**src/rtl/flr_gate_pkg.sv**
```systemverilog
package flr_gate_pkg;

    typedef enum logic [1:0] {
        KIND_POSTED    = 2'd0,
        KIND_NONPOSTED = 2'd1,
        KIND_CPL       = 2'd2,
        KIND_RSVD      = 2'd3
    } req_kind_e;

    localparam int ADDR_STOP = 0;
    localparam int ADDR_STAT = 1;

    function automatic logic masters_bus(input logic [1:0] kind);
        return (kind == KIND_POSTED) || (kind == KIND_NONPOSTED);
    endfunction

endpackage

```
**src/rtl/flr_stop_regs.sv**
```systemverilog
module flr_stop_regs #(
    parameter int NUM_FN = 3
) (
    input  logic              clk,
    input  logic              mac_rst_n,
    input  logic [NUM_FN-1:0] set_mask,
    input  logic [NUM_FN-1:0] clr_mask,
    output logic [NUM_FN-1:0] stop_q
);
    typedef struct packed {
        logic [NUM_FN-1:0] bits;
    } stop_state_t;

    stop_state_t st_d, st_q;

    always_comb begin
        st_d = st_q;
        // set is applied after clear so a coincident entry wins
        st_d.bits = (st_q.bits & ~clr_mask) | set_mask;
    end

    always_ff @(posedge clk) begin
        if (!mac_rst_n) st_q <= '0;
        else            st_q <= st_d;
    end

    assign stop_q = st_q.bits;
endmodule

```
**src/rtl/flr_disc_status.sv**
```systemverilog
module flr_disc_status #(
    parameter int NUM_FN = 3
) (
    input  logic              clk,
    input  logic              mac_rst_n,
    input  logic              soft_rst,
    input  logic [NUM_FN-1:0] set_mask,
    input  logic [NUM_FN-1:0] clr_mask,
    output logic [NUM_FN-1:0] stat_q,
    output logic              irq
);
    typedef struct packed {
        logic [NUM_FN-1:0] bits;
    } stat_state_t;

    stat_state_t st_d, st_q;

    always_comb begin
        st_d = st_q;
        if (soft_rst) st_d.bits = '0;
        else          st_d.bits = (st_q.bits & ~clr_mask) | set_mask;
    end

    always_ff @(posedge clk) begin
        if (!mac_rst_n) st_q <= '0;
        else            st_q <= st_d;
    end

    assign stat_q = st_q.bits;
    assign irq    = |st_q.bits;
endmodule

```
**src/rtl/flr_errcpl_slot.sv**
```systemverilog
module flr_errcpl_slot #(
    parameter int FN_W  = 2,
    parameter int TAG_W = 8,
    parameter int RID_W = 16
) (
    input  logic             clk,
    input  logic             mac_rst_n,
    input  logic             soft_rst,
    input  logic             push,
    input  logic [FN_W-1:0]  push_fn,
    input  logic [TAG_W-1:0] push_tag,
    input  logic [RID_W-1:0] push_rid,
    output logic             can_push,
    output logic             out_valid,
    input  logic             out_ready,
    output logic [FN_W-1:0]  out_fn,
    output logic [TAG_W-1:0] out_tag,
    output logic [RID_W-1:0] out_rid
);
    typedef struct packed {
        logic             valid;
        logic [FN_W-1:0]  fn;
        logic [TAG_W-1:0] tag;
        logic [RID_W-1:0] rid;
    } slot_state_t;

    slot_state_t st_d, st_q;

    assign can_push = !st_q.valid || out_ready;

    always_comb begin
        st_d = st_q;
        if (soft_rst) begin
            st_d.valid = 1'b0;
        end else if (push) begin
            st_d.valid = 1'b1;
            st_d.fn    = push_fn;
            st_d.tag   = push_tag;
            st_d.rid   = push_rid;
        end else if (st_q.valid && out_ready) begin
            st_d.valid = 1'b0;
        end
    end

    always_ff @(posedge clk) begin
        if (!mac_rst_n) st_q <= '0;
        else            st_q <= st_d;
    end

    assign out_valid = st_q.valid;
    assign out_fn    = st_q.fn;
    assign out_tag   = st_q.tag;
    assign out_rid   = st_q.rid;
endmodule

```
**src/rtl/flr_req_gate.sv**
```systemverilog
module flr_req_gate
    import flr_gate_pkg::*;
#(
    parameter int NUM_FN = 3,
    parameter int FN_W   = 2,
    parameter int TAG_W  = 8,
    parameter int RID_W  = 16,
    parameter int DATA_W = 32,
    parameter int REG_AW = 2,
    parameter int REG_DW = 32
) (
    input  logic              clk,
    input  logic              mac_rst_n,
    input  logic              soft_rst,
    input  logic [NUM_FN-1:0] flr_enter,
    input  logic              req_valid,
    output logic              req_ready,
    input  logic [1:0]        req_kind,
    input  logic [FN_W-1:0]   req_fn,
    input  logic [TAG_W-1:0]  req_tag,
    input  logic [RID_W-1:0]  req_rid,
    input  logic [DATA_W-1:0] req_data,
    output logic              fwd_valid,
    input  logic              fwd_ready,
    output logic [1:0]        fwd_kind,
    output logic [FN_W-1:0]   fwd_fn,
    output logic [TAG_W-1:0]  fwd_tag,
    output logic [RID_W-1:0]  fwd_rid,
    output logic [DATA_W-1:0] fwd_data,
    output logic              ecpl_valid,
    input  logic              ecpl_ready,
    output logic [FN_W-1:0]   ecpl_fn,
    output logic [TAG_W-1:0]  ecpl_tag,
    output logic [RID_W-1:0]  ecpl_rid,
    input  logic              ib_valid,
    output logic              ib_ready,
    input  logic [DATA_W-1:0] ib_data,
    output logic              ib_out_valid,
    input  logic              ib_out_ready,
    output logic [DATA_W-1:0] ib_out_data,
    input  logic              reg_en,
    input  logic              reg_we,
    input  logic [REG_AW-1:0] reg_addr,
    input  logic [NUM_FN-1:0] reg_wdata,
    output logic [REG_DW-1:0] reg_rdata,
    output logic              irq_err
);
    localparam int PAD_W = REG_DW - NUM_FN;

    logic [NUM_FN-1:0] fn_sel;
    logic [NUM_FN-1:0] stop_vec;
    logic [NUM_FN-1:0] stat_vec;
    logic [NUM_FN-1:0] stop_clr;
    logic [NUM_FN-1:0] stat_clr;
    logic [NUM_FN-1:0] disc_mask;
    logic              fn_stopped;
    logic              is_master;
    logic              is_np;
    logic              drop;
    logic              drop_fire;
    logic              slot_free;
    logic              wr_stop;
    logic              wr_stat;

    // one-hot decode of the issuing function; out-of-range numbers select nothing
    for (genvar i = 0; i < NUM_FN; i++) begin : g_fn_dec
        assign fn_sel[i] = (req_fn == FN_W'(i));
    end

    assign fn_stopped = |(fn_sel & stop_vec);
    assign is_master  = masters_bus(req_kind);
    assign is_np      = (req_kind == KIND_NONPOSTED);
    assign drop       = req_valid && is_master && fn_stopped;

    always_comb begin
        if (drop) req_ready = is_np ? slot_free : 1'b1;
        else      req_ready = fwd_ready;
    end

    assign drop_fire = drop && req_ready;
    assign disc_mask = fn_sel & {NUM_FN{drop_fire}};

    assign fwd_valid = req_valid && !(is_master && fn_stopped);
    assign fwd_kind  = req_kind;
    assign fwd_fn    = req_fn;
    assign fwd_tag   = req_tag;
    assign fwd_rid   = req_rid;
    assign fwd_data  = req_data;

    assign ib_out_valid = ib_valid;
    assign ib_out_data  = ib_data;
    assign ib_ready     = ib_out_ready;

    assign wr_stop  = reg_en && reg_we && (reg_addr == REG_AW'(ADDR_STOP));
    assign wr_stat  = reg_en && reg_we && (reg_addr == REG_AW'(ADDR_STAT));
    assign stop_clr = wr_stop ? reg_wdata : '0;
    assign stat_clr = wr_stat ? reg_wdata : '0;

    always_comb begin
        reg_rdata = '0;
        if (reg_en && !reg_we) begin
            if (reg_addr == REG_AW'(ADDR_STOP))      reg_rdata = {{PAD_W{1'b0}}, stop_vec};
            else if (reg_addr == REG_AW'(ADDR_STAT)) reg_rdata = {{PAD_W{1'b0}}, stat_vec};
        end
    end

    flr_stop_regs #(.NUM_FN(NUM_FN)) u_stop (
        .clk       (clk),
        .mac_rst_n (mac_rst_n),
        .set_mask  (flr_enter),
        .clr_mask  (stop_clr),
        .stop_q    (stop_vec)
    );

    flr_disc_status #(.NUM_FN(NUM_FN)) u_stat (
        .clk       (clk),
        .mac_rst_n (mac_rst_n),
        .soft_rst  (soft_rst),
        .set_mask  (disc_mask),
        .clr_mask  (stat_clr),
        .stat_q    (stat_vec),
        .irq       (irq_err)
    );

    flr_errcpl_slot #(.FN_W(FN_W), .TAG_W(TAG_W), .RID_W(RID_W)) u_slot (
        .clk       (clk),
        .mac_rst_n (mac_rst_n),
        .soft_rst  (soft_rst),
        .push      (drop_fire && is_np),
        .push_fn   (req_fn),
        .push_tag  (req_tag),
        .push_rid  (req_rid),
        .can_push  (slot_free),
        .out_valid (ecpl_valid),
        .out_ready (ecpl_ready),
        .out_fn    (ecpl_fn),
        .out_tag   (ecpl_tag),
        .out_rid   (ecpl_rid)
    );
endmodule

```
**config.mk**
```make
export PLATFORM = sky130hd
export DESIGN_NAME = flr_req_gate
export DESIGN_NICKNAME = d
export VERILOG_FILES = /design/src/rtl/flr_gate_pkg.sv /design/src/rtl/flr_stop_regs.sv /design/src/rtl/flr_disc_status.sv /design/src/rtl/flr_errcpl_slot.sv /design/src/rtl/flr_req_gate.sv
export SDC_FILE = /design/constraint.sdc
export NUM_CORES = 1
export LEC_CHECK = 0
export ABC_AREA = 1
export CAP_MARGIN = 15
export CORE_AREA = 2 2 105 107
export CTS_BUF_LIST = sky130_fd_sc_hd__clkbuf_16
export DETAILED_ROUTE_END_ITERATION = 8
export DIE_AREA = 0 0 107 109
export PLACE_DENSITY = 0.72
export SKIP_CTS_REPAIR_TIMING = 1
export SYNTH_ARGS = -nofsm -noshare
export SYNTH_HDL_FRONTEND = slang
export SYNTH_SLANG_ARGS = --single-unit
```
**constraint.sdc**
```tcl
create_clock -name clk -period 1.3 [get_ports clk]
set_clock_uncertainty 0.1 [all_clocks]
set_input_delay 0.13 -clock clk [delete_from_list [all_inputs] [get_ports clk]]
set_output_delay 0.13 -clock clk [all_outputs]
set_load 0.005 [all_outputs]
```
== After elaboration in Yosys (flattened, before gate mapping) ==
Index checks and enable logic that the tools add are counted.

* Output and inout bits: 156
* Bits in registers: 33

* Reduce and logical (&&, ||, !) cells: 24
* Equal/unequal tests: 4
* Multiplexer cells: 9
* Bitwise operators: 10

{| class="wikitable"
|+ Operator list
! kind !! number
|-
| 3-bit 2-to-1 mux || 5
|-
| 3-bit bitwise AND || 4
|-
| 1-bit logical AND || 11
|-
| 2-bit by 1-bit == test with 1-bit output (second input constant) || 3
|-
| 2-bit zero test || 3
|-
| 3-bit inverter || 2
|-
| 3-bit OR || 2
|-
| 3-bit OR reduction || 2
|-
| 1-bit 2-to-1 mux || 4
|-
| 1-bit zero test || 3
|-
| 2-bit == test (second input constant) || 1
|-
| 1-bit logical OR || 2
|-
| 1-bit inverter || 2
|-
| 2-bit AND reduction || 1
|-
| 2-bit nonzero test || 1
|-
| 2-bit OR reduction || 1
|}

== Longest topological paths before layout ==
Gate-level depths: netlist (run 1).

* Depth after elaboration: 8
* Mapped depth: 9
* Depth with buffers taken out: 8

== Hierarchy ==
From an unflattened synthesis (run 1), not the netlist that was laid out.

* Cells, all modules: 382
* Area, all modules: 2627.5 µm²

{| class="wikitable"
|+ By module, submodules not included
! module !! area each (µm²) !! cells each !! instances !! seq. area each (µm²)
|-
| flr_errcpl_slot || 1237.4 || 174 || 1 || 540.5
|-
| flr_req_gate || 1136.1 || 172 || 1 || 0.0
|-
| flr_disc_status || 141.4 || 20 || 1 || 60.1
|-
| flr_stop_regs || 112.6 || 16 || 1 || 60.1
|}

== Least setup slack after synthesis (run 1) ==
Ideal clock, no wire load.

* Path kind: register to register
* Start: register u_slot.st_q (netlist bit u_slot.out_valid)
* End: register u_slot.st_q (netlist bit u_slot.out_fn[1])
* Arrival: 1.168 ns
* Setup time: 0.113 ns
* Path slack: -0.081 ns
* Clock period less this slack: 1.381 ns
* Required time: 1.087 ns
* Stages on the path, launching flop included: 10
* Cells stage by stage: dfxtp_1 inv_2 nor2_8 nand3_1 nand3_4 nor2_4 buf_2 nand3_1 nand2_1 nor2_1

* Longest elaborated chain between the ends: 7

{| class="wikitable"
|+ Ends and longest elaborated chain
! what !! line !! text
|-
| start, declared || flr_errcpl_slot.sv:27 || <nowiki>slot_state_t st_d, st_q;</nowiki>
|-
| start signal, assigned || flr_errcpl_slot.sv:47 || <nowiki>else st_q <= st_d;</nowiki>
|-
| 1-bit zero test || flr_errcpl_slot.sv:29 || <nowiki>assign can_push = !st_q.valid || out_ready;</nowiki>
|-
| 1-bit logical OR || flr_errcpl_slot.sv:29 ||
|-
| 1-bit 2-to-1 mux (2 in series) || flr_req_gate.sv:76 || <nowiki>if (drop) req_ready = is_np ? slot_free : 1'b1;</nowiki>
|-
| 1-bit logical AND || flr_req_gate.sv:80 || <nowiki>assign drop_fire = drop && req_ready;</nowiki>
|-
| 1-bit logical AND || flr_req_gate.sv:129 || <nowiki>.push (drop_fire && is_np),</nowiki>
|-
| 2-bit AND reduction (no line) || n/a ||
|}

No other way between the ends.
A chain may end at the register's enable or synchronous reset.

== Final worst setup path (run 1) ==
* Start: register u_stop.st_q (netlist bit u_stop.stop_q[2])
* End: register u_slot.st_q (netlist bit u_slot.out_rid[15])

* Longest elaborated chain between the ends: 7

{| class="wikitable"
|+ Ends and longest elaborated chain
! what !! line !! text
|-
| start, declared || flr_stop_regs.sv:14 || <nowiki>stop_state_t st_d, st_q;</nowiki>
|-
| start signal, assigned || flr_stop_regs.sv:24 || <nowiki>else st_q <= st_d;</nowiki>
|-
| 3-bit bitwise AND * || flr_req_gate.sv:70 || <nowiki>assign fn_stopped = |(fn_sel & stop_vec);</nowiki>
|-
| 3-bit OR reduction * || flr_req_gate.sv:70 ||
|-
| 1-bit logical AND * || flr_req_gate.sv:73 || <nowiki>assign drop = req_valid && is_master && fn_stopped;</nowiki>
|-
| 1-bit 2-to-1 mux || flr_req_gate.sv:76 ||
|-
| 1-bit logical AND * || flr_req_gate.sv:80 ||
|-
| 1-bit logical AND * || flr_req_gate.sv:129 ||
|-
| 2-bit AND reduction (no line) * || n/a ||
|}

Mark *: on every way between the ends. The rest lies on a longest branch, timed or not.

==> results of run 1 <==
## critical path, stage by stage, from the launching register on
cell and delay, ns:
dfxtp_2 0.36, nand3_2 0.10, nand3_4 0.09, nand3_4 0.08, buf_4 0.14, nor3_4 0.13, buf_4 0.15, buf_12 0.14
nor2_1 0.05, nor2_1 0.09
## path summary, 6_finish.rpt
check | start | to | slack [ns]
max reg2reg | u_stop.stop_q[2] | u_slot.out_rid[15] | -0.20
min reg2reg | u_slot.out_rid[7] | u_slot.out_rid[7] | 0.36
min | req_fn[1] | u_stat.stat_q[2] | 0.14
max | u_stop.stop_q[2] | u_slot.out_rid[15] | -0.20
## state kept, by name, summed over array words and instances (netlist names)
| signal | cells |
|---|---|
| u_stop.stop_q | 3 |
| u_stat.stat_q | 3 |
| u_slot.out_rid | 16 |
| u_slot.out_tag | 8 |
| u_slot.out_fn | 2 |
| u_slot.out_valid | 1 |
## through the flow
| step | setup WS [ns] | TNS [ns] | instances |
|---|---|---|---|
| after floorplan | -0.0120 | -0.240 | 388 |
| after global placement | -0.610 | -16.87 | 519 |
| after detailed placement | -0.639 | -19.10 | 519 |
| after CTS | -0.655 | -12.28 | 527 |
| after global routing | -0.313 | -7.80 | 538 |
| final | -0.204 | -5.04 | 538 |
## cell families after synthesis
| family | count (synthesis) | share of synthesized area, % |
|---|---|---|
| and+or+nand+nor | 137 | 25.2 |
| AOI/OAI and AO/OA | 16 | 3.20 |
| buffers and inverters | 173 | 45.1 |
| other | 1 | 0.150 |
| DFF | 33 | 26.4 |
## cell type report
class / count / share of cell area, %
Clock buffer: 5 / 3.57
Clock inverter: 3 / 1.07
Inverter: 41 / 4.46
Multi-Input combinational cell: 182 / 25.3
Sequential cell: 33 / 19.1
Tap cell: 140 / 4.99
Timing Repair Buffer: 134 / 41.5
## power by group
group | leakage (nW) | internal (mW) | switching, mW | total, mW
registers | 0.270 | 1.03 | 0.0103 | 1.04
logic | 1.94 | 0.275 | 0.213 | 0.489
clock network | 0.0826 | 0.890 | 0.430 | 1.32
total | 2.29 | 2.19 | 0.654 | 2.85
## layout by cell type (no fill, tap or decap), types with 4 or more instances in the layout
master | netlist | final
nand2_1 | 40 | 40
nor2_1 | 57 | 55
o21ai_0 | 6 | 6
clkdlybuf4s50_1 | 0 | 40
clkbuf_16 | 0 | 6
inv_1 | 39 | 40
nand3_2 | 1 | 4
a21oi_1 | 10 | 5
dfxtp_2 | 0 | 8
nand3_1 | 30 | 25
buf_4 | 123 | 24
dlymetal6s2s_1 | 0 | 59
conb_1 | 1 | 29
a21oi_2 | 0 | 5
dfxtp_1 | 33 | 25
## routing by layer
layer	part of all wire [%]	GRT usage, %	up-vias	wire length, um
li1	-	-	1022	-
met1	40	11.7	958	2800
met2	48	16.7	115	3330
met3	8.6	4.30	26	598
met4	2.8	5.38	0	193
met5	0	0	-	0
==> impl_metrics.csv, run 1 <==
group,metric,value,unit
clock_tree,cts_tree,"built",
global_routing,antenna_found_initial,0,
cells_and_area,diodes,0,
synthesis,ys.flop_type,"dfxtp_1",
sta,final.period_utilization,116,%
global_routing,grt_pass1_vias,1867,
pwr,total_power,2.85,mW
cells_and_area,fin_nets,507,
sta,setup_ws,-0.204,ns
cells_and_area,n_fill_cell,1116,
clock_tree,clk_pin_slew,0.05,ns
critical_path,required,1.41,ns
cells_and_area,multi_input_area,887,um2
min_path,min_delay_path_depth,3,
synthesis,yosysTopAreaCellShare,36.9,%
floorplanning,die_h,109,um
synthesis,synth_edf_count,0,
clock_tree,cts-root-buf,"clkbuf_16",
detailed_routing,drc,0,
clock_tree,htree_num_levels,2,
status,violations,"negative setup slack",
cells_and_area,area_growth,40.1,%
critical_path,path_class,"flop to flop",
detailed_routing,antenna_left,0,
detailed_routing,detail_route.wl_per_cell,12.9,um
cells_and_area,utilization,33.1,%
pwr,p_leak,2.29,nW
global_routing,grt_remaining_overflow,0,
synthesis,ys_types,22,
clock_tree,cts_inserted_buffers,5,
sta,drv_slew,0,
synthesis,synth_common_cells,"buf_4 (123), nor2_1 (57), nand2_1 (40), inv_1 (39), dfxtp_1 (33)",
pwr,max-vdd-ir-drop,0.462,mV
synthesis,synth_cells,360,
sta,finalSetupViolCount,30,
detailed_routing,dr_total_vias,2121,
floorplanning,core_area,10600,um2
clock_tree,clock_path_buffers,2,
pwr,p_per_area,812,nW/um2
placed_design,placed_area,3050,um2
synthesis,yosys_warnings,0,
detailed_routing,drt-total-wl,6930,um
synthesis,synth-seq-cells,33,
clock_tree,cts_sinks,33,
global_routing,grt_pass1_wl,9330,um
sta,hold_viol,0,
cells_and_area,drive_above_1_share,17.1,%
placed_design,routabilityCongestion,0.752,
critical_path,cp-start-kind,"flop",
critical_path,cp_data_arrival_time,1.62,ns
detailed_routing,routed_via_density,3.94,
synthesis,syn_area,2500,um2
cells_and_area,seqCellArea,671,um2
synthesis,yosysTopAreaCell,"buf_4",
synthesis,synthArstFlopShare,0,%
cells_and_area,final_area,3510,um2
floorplanning,dieArea,11700,um2
sta,max_freq,665,MHz
detailed_routing,drt-initial-drc-count,48,
sta,rsz0062_at_grt,"true",
synthesis,yosys-top-cells-area,"buf_4 (37%), dfxtp_1 (26%), nor2_1 (8.5%)",
floorplanning,io_pins,266,
detailed_routing,first_pass_iters,4,
global_routing,grt_max_degree,28,
sta,hold_ws,0.138,ns
floorplanning,start_util,23.6,%
synthesis,synth-seq-area-share,26.4,%
placed_design,portBuffers,104,
critical_path,cp_max_fo,13,
floorplanning,num_rows,38,
floorplanning,fp.dieW,107,um
status,status,"finished, violations left",
flow_run,maxCapViolCount,0,
critical_path,reg2reg_depth,9,
synthesis,avgSynthCellArea,6.95,um2
sta,finalCriticalPeriod,1.50,ns
global_routing,grt_use_total,10.3,%
min_path,worstHoldPathType,"input pin to flop",
clock_tree,clock_latency,0.27,ns
critical_path,crit_path_end_kind,"flop",
placed_design,dp_hpwl,4810,um
synthesis,yosysMostFrequentCell,"buf_4",
Power figures use the tool's default switching activity.
==> run 2: changes to the inputs <==
Settings changed: CTS_CLUSTER_DIAMETER from default to 80, CTS_CLUSTER_SIZE from default to 40, GPL_TIMING_DRIVEN from default to 0.
==> impl_metrics.csv, run 2 (synthesis results as in run 1) <==
group,metric,value,unit
pwr,pwr-share-seq,33.2,%
status,status,"finished, violations left",
status,violations,"negative setup slack",
critical_path,max_stage_delay,0.35,ns
pwr,p_leak,3.21,nW
clock_tree,htree_num_levels,2,
detailed_routing,antenna_left,0,
critical_path,crit_path_end_kind,"flop",
placed_design,place_inst,697,
sta,rsz0062_at_grt,"true",
critical_path,startpoint,"u_stop.stop_q[1]",
detailed_routing,drt-total-wl,8810,um
critical_path,timing.rr.start,"u_stop.stop_q[1]",
sta,hold_viol,0,
sta,finalCriticalPeriod,1.57,ns
placed_design,portBuffers,169,
global_routing,grt_pass1_wl,12000,um
global_routing,grt_remaining_overflow,0,
cells_and_area,largest_reg_flops,16,
floorplanning,start_util,23.6,%
critical_path,cpLargestDelayFamily,"simple AND/OR/NAND/NOR gates",
sta,setup_ws,-0.267,ns
cells_and_area,fin_cells,720,
detailed_routing,dr_total_vias,2754,
sta,max_freq,638,MHz
sta,final.period_utilization,121,%
critical_path,cp_num_buf_inv,2,
pwr,pwr-share-comb,31.5,%
placed_design,routabilityCongestion,0.772,
pwr,clockPowerShare,35.3,%
global_routing,antenna_found_initial,0,
clock_tree,clock_latency,0.27,ns
critical_path,critical_path.slowest_cell,"dfxtp_2",
floorplanning,die_h,109,um
clock_tree,cts_tree,"built",
flow_run,maxCapViolCount,0,
critical_path,cp_max_fo,6,
clock_tree,cts-root-buf,"clkbuf_16",
cells_and_area,layout_common_cells,"buf_4 (128), clkdlybuf4s50_1 (105), dlymetal6s2s_1 (61), inv_1 (38), nand2_1 (35)",
detailed_routing,detail_route.wl_per_cell,12.2,um
pwr,p_int,2.38,mW
clock_tree,clk_pin_slew,0.05,ns
critical_path,cp_cell_sequence,"nand3_2 -> nand3_4 -> nand3_4 -> nor2_4 -> buf_12 -> clkbuf_16 -> nand3_1 -> nand2_1 -> nor2_1",
sta,relSlewSlack,62.5,%
sta,hold_ws,0.139,ns
global_routing,grt_max_degree,11,
min_path,worstHoldPathType,"input pin to flop",
floorplanning,fp.dieW,107,um
global_routing,grt_use_total,13.0,%
pwr,swShare,24.0,%
critical_path,path_common_cell,"nand3_4",
pwr,p_per_area,591,nW/um2
placed_design,dp_hpwl,6830,um
cells_and_area,final_area,5300,um2
sta,worst_pin_slew,0.563,ns
cells_and_area,fin_nets,689,
cells_and_area,mostFrequentLayoutCell,"buf_4",
pwr,max-vdd-ir-drop,0.367,mV
cells_and_area,diodes,0,
min_path,min_from,"req_rid[12]",
detailed_routing,drt-initial-drc-count,49,
critical_path,cp-start-kind,"flop",
sta,drv_slew,0,
floorplanning,dieArea,11700,um2
global_routing,grt_pass1_vias,2562,
floorplanning,core_area,10600,um2
floorplanning,num_rows,38,
critical_path,cp_data_arrival_time,1.63,ns
cells_and_area,area_growth,112,%
critical_path,required,1.37,ns
critical_path,path_class,"flop to flop",
clock_tree,clock_path_buffers,2,
detailed_routing,routed_via_density,3.83,
sta,finalSetupViolCount,29,
floorplanning,io_pins,266,
clock_tree,cts_sinks,33,
detailed_routing,drc,0,
clock_tree,cts_inserted_buffers,5,
pwr,switchingPower,0.753,mW
cells_and_area,drive_above_1_share,41.0,%
detailed_routing,first_pass_iters,4,
placed_design,placed_area,4500,um2
## run 2: cell count changes in the layout (fill, tap and decap cells not counted), sizes merged
cell / delta
dlymetal6s2s: +2
clkinvlp: +1
clkbuf: +4
bufinv: -1
clkdlybuf4s50: +65
buf: +111
## run 2: power by group through the flow
stage	clock [mW]	sequential, mW	combinational (mW)
6_report	1.11	1.04	0.985
5_1_grt	1.19	1.04	1.07
4_1_cts	1.16	1.04	0.951
3_5_place_dp	0	1.06	0.947
3_3_place_gp	0	1.06	0.937
2_1_floorplan	0	1.06	0.435
## run 2: area by class of cell
type | instances | area [um2]
clock buffers | 5 | 125
plain buffers | 132 | 1010
inverters | 41 | 158
fillers | 970 | 5310
clock inverters | 3 | 13.8
multi-input cells | 182 | 1080
flip-flops and latches | 33 | 681
repair buffers | 184 | 2050
well taps | 140 | 175
## run 2: per-layer routing
metal  track usage, %  wire (um)  vias to the layer above
li1                 -          -                     1376
met1             13.9       3090                     1241
met2             24.2       4830                      131
met3             4.24        770                        6
met4             4.17        125                        0
met5                0          0                        -
## run 2: worst reg2reg max path, stage by stage (launching register included)
cell and delay (ns):
dfxtp_2 0.35, nand3_2 0.10, nand3_4 0.12, nand3_4 0.12, nor2_4 0.17, buf_12 0.15, clkbuf_16 0.15, nand3_1 0.08
nand2_1 0.08, nor2_1 0.05
## run 2: stage by stage
| stage | setup TNS [ns] | utilization [%] | worst slack, ns | total power, mW |
|---|---|---|---|---|
| 6_report | -5.76 | 50.0 | -0.267 | 3.13 |
| 5_1_grt | -8.32 | 50.0 | -0.330 | 3.30 |
| 4_1_cts | -24.83 | 43.7 | -0.756 | 3.14 |
| 3_5_place_dp | -31.47 | 42.4 | -0.909 | 2.01 |
| 3_3_place_gp | -29.58 | 42.4 | -0.840 | 2.00 |
| 2_1_floorplan | -0.240 | - | -0.0120 | 1.49 |
## run 2: path summary, 6_finish.rpt
kind / slack [ns] / endpoint / cells after the start
max: -0.27 / u_slot.out_tag[5] / 9
min: 0.14 / u_slot.out_rid[12] / 5
max reg2reg: -0.27 / u_slot.out_tag[5] / 9
min reg2reg: 0.36 / u_slot.out_fn[0] / 2
